## config.mk

```make
export PLATFORM = sky130hd
export DESIGN_NAME = boot_selector
export DESIGN_NICKNAME = d
export VERILOG_FILES = /design/src/rtl/boot_sel_pkg.sv /design/src/rtl/boot_sig_decode.sv /design/src/rtl/boot_region_win.sv /design/src/rtl/boot_region_chk.sv /design/src/rtl/boot_selector.sv
export SDC_FILE = /design/constraint.sdc
export NUM_CORES = 1
export LEC_CHECK = 0
export CAP_MARGIN = 20
export CORE_MARGIN = 2
export CORE_UTILIZATION = 56
export DETAILED_ROUTE_END_ITERATION = 10
export PLACE_DENSITY = 0.81
export SYNTH_ARGS = -nofsm -noshare
export SYNTH_HDL_FRONTEND = slang
export SYNTH_SLANG_ARGS = --single-unit
export TNS_END_PERCENT = 100
```

## constraint.sdc

```tcl
create_clock -name clk -period 3.4 [get_ports clk]
set_input_delay 0.68 -clock clk [delete_from_list [all_inputs] [get_ports clk]]
set_output_delay 0.68 -clock clk [all_outputs]
set_load 0.005 [all_outputs]
```

## src/rtl/boot_sel_pkg.sv

```systemverilog
package boot_sel_pkg;

    typedef enum logic [3:0] {
        ST_SIG,
        ST_IDS,
        ST_CFG,
        ST_LLO,
        ST_LHI,
        ST_ALO,
        ST_AHI,
        ST_DAT,
        ST_END
    } bs_state_e;

    typedef enum logic [1:0] {
        BM_DEFAULT   = 2'd0,
        BM_IDONLY    = 2'd1,
        BM_CODELOAD  = 2'd2
    } bs_mode_e;

    localparam logic [7:0] SIG_ID_ONLY   = 8'hC0;
    localparam logic [7:0] SIG_CODE_LOAD = 8'hC2;
    localparam int         LEN_W         = 15;

endpackage

```

## src/rtl/boot_sig_decode.sv

```systemverilog
module boot_sig_decode
    import boot_sel_pkg::*;
(
    input  logic [7:0] sig_byte,
    output bs_mode_e   mode
);
    always_comb begin
        unique case (sig_byte)
            SIG_ID_ONLY:   mode = BM_IDONLY;
            SIG_CODE_LOAD: mode = BM_CODELOAD;
            default:       mode = BM_DEFAULT;
        endcase
    end
endmodule

```

## src/rtl/boot_region_win.sv

```systemverilog
module boot_region_win #(
    parameter logic [15:0] LO    = 16'h0000,
    parameter logic [15:0] HI    = 16'h1FFF,
    parameter int          LEN_W = 15
) (
    input  logic [15:0]      start_addr,
    input  logic [LEN_W-1:0] rec_len,
    output logic             fits
);
    localparam logic [16:0] SPAN = {1'b0, HI} - {1'b0, LO} + 17'd1;

    logic [16:0] off;
    logic [16:0] reach;

    always_comb begin
        off   = {1'b0, start_addr} - {1'b0, LO};
        reach = {1'b0, off[15:0]} + 17'(rec_len);
        fits  = !off[16] && (rec_len != '0) && (reach <= SPAN);
    end
endmodule

```

## src/rtl/boot_region_chk.sv

```systemverilog
module boot_region_chk #(
    parameter logic [15:0] MAIN_LO = 16'h0000,
    parameter logic [15:0] MAIN_HI = 16'h1FFF,
    parameter logic [15:0] SCR_LO  = 16'hE000,
    parameter logic [15:0] SCR_HI  = 16'hE1FF,
    parameter int          LEN_W   = 15
) (
    input  logic [15:0]      start_addr,
    input  logic [LEN_W-1:0] rec_len,
    output logic             in_window
);
    logic fit_main;
    logic fit_scr;

    boot_region_win #(.LO(MAIN_LO), .HI(MAIN_HI), .LEN_W(LEN_W)) u_main (
        .start_addr (start_addr),
        .rec_len    (rec_len),
        .fits       (fit_main)
    );

    boot_region_win #(.LO(SCR_LO), .HI(SCR_HI), .LEN_W(LEN_W)) u_scr (
        .start_addr (start_addr),
        .rec_len    (rec_len),
        .fits       (fit_scr)
    );

    assign in_window = fit_main || fit_scr;
endmodule

```

## src/rtl/boot_selector.sv

```systemverilog
module boot_selector
    import boot_sel_pkg::*;
#(
    parameter int          EE_AW   = 16,
    parameter logic [15:0] DEF_VID = 16'h04B4,
    parameter logic [15:0] DEF_PID = 16'h8613,
    parameter logic [15:0] DEF_DID = 16'h0004,
    parameter logic [15:0] MAIN_LO = 16'h0000,
    parameter logic [15:0] MAIN_HI = 16'h1FFF,
    parameter logic [15:0] SCR_LO  = 16'hE000,
    parameter logic [15:0] SCR_HI  = 16'hE1FF
) (
    input  logic             clk,
    input  logic             rst_n,
    output logic             ee_req,
    output logic [EE_AW-1:0] ee_addr,
    input  logic             ee_ack,
    input  logic             ee_nodev,
    input  logic [7:0]       ee_data,
    output logic             ram_we,
    output logic [15:0]      ram_addr,
    output logic [7:0]       ram_wdata,
    output logic [15:0]      id_vendor,
    output logic [15:0]      id_product,
    output logic [15:0]      id_device,
    output logic [1:0]       boot_mode,
    output logic             boot_done,
    output logic             load_err
);

    localparam logic [2:0] LAST_ID_IDX = 3'd6;

    typedef struct packed {
        bs_state_e        st;
        logic [EE_AW-1:0] ptr;
        logic [15:0]      vid;
        logic [15:0]      pid;
        logic [15:0]      did;
        bs_mode_e         mode;
        logic [LEN_W-1:0] len;
        logic [15:0]      wa;
        logic             wr_ok;
        logic             err;
        logic             done;
        logic             we;
        logic [15:0]      waddr;
        logic [7:0]       wdata;
    } bs_regs_t;

    bs_regs_t r_q, r_d;

    logic [15:0] rec_start;
    logic        rec_ok;
    bs_mode_e    sig_mode;

    assign rec_start = {ee_data, r_q.wa[7:0]};

    boot_region_chk #(
        .MAIN_LO (MAIN_LO), .MAIN_HI (MAIN_HI),
        .SCR_LO  (SCR_LO),  .SCR_HI  (SCR_HI),
        .LEN_W   (LEN_W)
    ) u_rchk (
        .start_addr (rec_start),
        .rec_len    (r_q.len),
        .in_window  (rec_ok)
    );

    boot_sig_decode u_sig (
        .sig_byte (ee_data),
        .mode     (sig_mode)
    );

    always_comb begin
        r_d    = r_q;
        r_d.we = 1'b0;
        if (r_q.st != ST_END) begin
            if (ee_nodev) begin
                r_d.st   = ST_END;
                r_d.done = 1'b1;
                if (r_q.st != ST_SIG) r_d.err = 1'b1;
            end else if (ee_ack) begin
                r_d.ptr = r_q.ptr + 1'b1;
                unique case (r_q.st)
                    ST_SIG: begin
                        r_d.mode = sig_mode;
                        if (sig_mode == BM_DEFAULT) begin
                            r_d.st   = ST_END;
                            r_d.done = 1'b1;
                        end else begin
                            r_d.st = ST_IDS;
                        end
                    end
                    ST_IDS: begin
                        unique case (r_q.ptr[2:0])
                            3'd1:    r_d.vid[7:0]  = ee_data;
                            3'd2:    r_d.vid[15:8] = ee_data;
                            3'd3:    r_d.pid[7:0]  = ee_data;
                            3'd4:    r_d.pid[15:8] = ee_data;
                            3'd5:    r_d.did[7:0]  = ee_data;
                            3'd6:    r_d.did[15:8] = ee_data;
                            default: ;
                        endcase
                        if (r_q.ptr[2:0] == LAST_ID_IDX) begin
                            if (r_q.mode == BM_CODELOAD) begin
                                r_d.st = ST_CFG;
                            end else begin
                                r_d.st   = ST_END;
                                r_d.done = 1'b1;
                            end
                        end
                    end
                    ST_CFG: r_d.st = ST_LLO;
                    ST_LLO: begin
                        r_d.len[7:0] = ee_data;
                        r_d.st       = ST_LHI;
                    end
                    ST_LHI: begin
                        if (ee_data[7]) begin
                            r_d.st   = ST_END;
                            r_d.done = 1'b1;
                        end else begin
                            r_d.len[LEN_W-1:8] = ee_data[6:0];
                            r_d.st             = ST_ALO;
                        end
                    end
                    ST_ALO: begin
                        r_d.wa[7:0] = ee_data;
                        r_d.st      = ST_AHI;
                    end
                    ST_AHI: begin
                        r_d.wa    = rec_start;
                        r_d.wr_ok = rec_ok;
                        if (r_q.len == '0) begin
                            r_d.st = ST_LLO;
                        end else begin
                            r_d.st = ST_DAT;
                            if (!rec_ok) r_d.err = 1'b1;
                        end
                    end
                    ST_DAT: begin
                        if (r_q.wr_ok) begin
                            r_d.we    = 1'b1;
                            r_d.waddr = r_q.wa;
                            r_d.wdata = ee_data;
                        end
                        r_d.wa  = r_q.wa + 16'd1;
                        r_d.len = r_q.len - 1'b1;
                        if (r_q.len == LEN_W'(1)) r_d.st = ST_LLO;
                    end
                    default: ;
                endcase
            end
        end
    end

    always_ff @(posedge clk) begin
        if (!rst_n) begin
            r_q       <= '0;
            r_q.st    <= ST_SIG;
            r_q.mode  <= BM_DEFAULT;
            r_q.vid   <= DEF_VID;
            r_q.pid   <= DEF_PID;
            r_q.did   <= DEF_DID;
        end else begin
            r_q <= r_d;
        end
    end

    assign ee_req     = (r_q.st != ST_END);
    assign ee_addr    = r_q.ptr;
    assign ram_we     = r_q.we;
    assign ram_addr   = r_q.waddr;
    assign ram_wdata  = r_q.wdata;
    assign id_vendor  = r_q.vid;
    assign id_product = r_q.pid;
    assign id_device  = r_q.did;
    assign boot_mode  = r_q.mode;
    assign boot_done  = r_q.done;
    assign load_err   = r_q.err;

endmodule

```

==> flow_metrics.env <==
export IMPL_skew_ns=0.00782
export IMPL_first_global_vias=5948
export IMPL_yosysSeqAreaShare_pct=33.7
export IMPL_cts_buffer_depth=2
export IMPL_nets=985
export IMPL_critPathMaxFanout=7
export IMPL_worst_setup_path_type="reg -> reg"
export IMPL_antennaDiodeCount=0
export IMPL_path_clk_slew_ns=0.06
export IMPL_drive_gt1_share_pct=7.92
export IMPL_drv_slew=0
export IMPL_cts_sinks=129
export IMPL_gp_congestion=0.923
export IMPL_worst_pin_slew_ns=0.715
export IMPL_num_rows=42
export IMPL_cts_resized=0
export IMPL_die_h_um=121
export IMPL_sw_frac_of_total_pct=23.1
export IMPL_ys_seq_elements=129
export IMPL_max_freq_mhz=344
export IMPL_start_util_pct=57.6
export IMPL_antenna_found_initial=0
export IMPL_cp_required_ns=3.77
export IMPL_setup_viol=0
export IMPL_worst_slack_ns=0.494
export IMPL_synthDistinctLibCells=73
export IMPL_max_vdd_ir_drop_mv=0.359
export IMPL_min_path_type="reg -> reg"
export IMPL_netlist_top_cells_area="dfxtp_1, buf_4, nand2_1, mux2i_1, nor2b_1"
export IMPL_route_detailed_drc=0
export IMPL_cp_end_kind="register"
export IMPL_final_area_sq_um=8800
export IMPL_wire_per_inst_um=16.3
export IMPL_cp_start_kind="register"
export IMPL_leakage_uw=0.00352
export IMPL_port_buffers=105
export IMPL_fp_coreArea_sq_um=13300
export IMPL_min_period_ns=2.91
export IMPL_syn_cell_area_sq_um=7660
export IMPL_cts_root_buf="clkbuf_16"
export IMPL_synthesis_nets=976
export IMPL_place_area_sq_um=8180
export IMPL_drv_cap=0
export IMPL_dr_pass1_iters=6
export IMPL_crit_arrival_ns=3.27
export IMPL_dieArea_sq_um=14600
export IMPL_pre_cts_ws_ns=0.0982
export IMPL_comb_power_share_pct=5.2
export IMPL_cts_tree="yes"
export IMPL_boundaryPins=106
export IMPL_p_switching_uw=834
export IMPL_status="completed"
export IMPL_viasPerCell=5.74
export IMPL_cts_setup_buffers=0
export IMPL_clkPwrFrac_pct=52.5
export IMPL_hold_viol_final=0
export IMPL_fin_tns_setup_ns=0
export IMPL_synth_edff_count=0
export IMPL_ys_warnings_count=0
export IMPL_fin_crit_sh_pct=85.5
export IMPL_wl_um=18500
export IMPL_track_usage_pct=25.5
export IMPL_syn_avg_cell_area_sq_um=8.17
export IMPL_cts_inserted_buffers=17
export IMPL_htreeDepth=4
export IMPL_netlist_instances=937
export IMPL_rsz0062_at_grt="no"
export IMPL_overflow=0
export IMPL_vias=6517
export IMPL_clock_latency_ns=0.43
export IMPL_areaGrowthSynthToFinish_pct=14.9
export IMPL_relSlewSlack_pct=51.8
export IMPL_yosysTopAreaCellShare_pct=33.7
export IMPL_sequentialPowerShare_pct=42.2
export IMPL_hpwlAfterDp_um=12700
export IMPL_p_per_area_nw_per_um2=411
export IMPL_drtIter0Drc=616
export IMPL_cts_hold_buffers=0
export IMPL_fill_cells=1110
export IMPL_grt_max_degree=51
export IMPL_ant_nets=0
export IMPL_grt_pass1_wl_um=29500
export IMPL_yosysTopAreaCell="dfxtp_1"
export IMPL_fp_dieW_um=121
export IMPL_p_int_uw=2780
export IMPL_ys_flop_type="dfxtp_1"
export IMPL_async_reset_ff_share_pct=0
[synthesized netlist by cell type (3+ instances only)]
cell type,instances
a21boi_0,41
nand2b_1,4
and2_1,14
nand3b_1,4
a22oi_1,10
nand2_1,121
dfxtp_1,129
inv_1,18
a211oi_1,4
o211ai_1,3
or3_1,9
xnor2_1,12
a21o_2,3
and3_1,20
o2111ai_1,3
buf_4,90
o21a_1,8
nand4_1,8
nor2b_1,57
nor4_1,7
clkbuf_1,42
nor3_1,15
clkbuf_8,4
o21ai_0,48
nand3_1,36
nor2_1,49
ha_1,26
a21oi_1,53
o211a_1,3
mux2i_1,38
a31oi_1,6
[layout by cell type (no fill, tap or decap), types with 24 or more instances in the layout]
| cell type | n |
|---|---|
| nand3_1 | 36 |
| buf_4 | 24 |
| a21oi_1 | 53 |
| nor2_1 | 49 |
| ha_1 | 26 |
| nor2b_1 | 57 |
| clkdlybuf4s50_1 | 104 |
| o21ai_0 | 48 |
| a21boi_0 | 41 |
| mux2i_1 | 38 |
| dfxtp_1 | 129 |
| nand2_1 | 121 |
[power by group through the flow]
stage	Sequential, uW	Clock [uW]	Combinational [uW]
floorplan	1550	0	119
global placement	1560	0	185
detailed placement	1560	0	186
CTS	1530	1910	188
global route	1530	1980	204
finish	1530	1900	189
[critical path, cell delays in order, from the launching register on]
cell and delay (ns):
dfxtp_1 0.48, ha_1 0.25, fa_1 0.23, a21oi_1 0.10
o311a_4 0.34, o311ai_0 0.46, xnor2_1 0.20, inv_1 0.07
a221oi_1 0.29, nand4_2 0.15, a21boi_1 0.16, o21a_1 0.11
[cell type report]
cell class / instances / area (sq um) / area share (%)
timing repair buffer: 130 / 1250 / 14.2
multi-input combinational: 649 / 4060 / 46.1
tap: 176 / 220 / 2.50
clock inverter: 14 / 180 / 2.05
clock buffer: 18 / 439 / 4.99
sequential: 129 / 2580 / 29.4
inverter: 19 / 71.3 / 0.811
[through the flow]
stage	cells	hold WS [ns]	utilization, %	power [uW]
after floorplan	937	0.442	-	1670
after global placement	1103	0.448	61.5	1740
after detailed placement	1103	0.456	61.5	1740
after CTS	1135	0.464	66.2	3620
after global routing	1135	0.484	66.2	3710
final	1135	0.459	66.2	3610
[registers in the layout, indices dropped and copies added (netlist names)]
register    count
ee_addr        16
r_q            36
boot_mode       2
boot_done       1
id_product     16
id_device      16
ram_we          1
ram_addr       16
id_vendor      16
load_err        1
ram_wdata       8
[kinds of logic (layout without fill, tap and decap cells)]
| kind of cell | count (synthesis) | in the layout | share of synthesized area [%] |
|---|---|---|---|
| and+or+nand+nor | 358 | 358 | 23.5 |
| AOI/OAI and AO/OA | 212 | 212 | 18.4 |
| xor gates and xnor gates | 13 | 13 | 1.49 |
| DFF | 129 | 129 | 33.7 |
| adders and majority gates | 27 | 27 | 4.51 |
| muxes | 39 | 39 | 5.12 |
| buffers and inverters | 159 | 181 | 13.3 |
[final timing paths]
path,start,end,slack (ns),depth (start not counted)
hold reg to reg,ram_addr[5],ram_addr[5],0.46,2
hold / removal,ram_addr[5],ram_addr[5],0.46,2
setup reg to reg,r_q[44],r_q[27],0.49,11
setup / recovery,r_q[44],r_q[27],0.49,11
[layer usage]
metal | vias up | part of all wire [%] | GRT usage (%)
met4 | 0 | 2.2 | 10.1
met2 | 218 | 46 | 40.2
met1 | 3075 | 46 | 33.9
li1 | 3196 | - | -
met3 | 28 | 6.4 | 5.50
met5 | - | 0 | 0
Note: power is estimated with default switching activity, not from simulation.
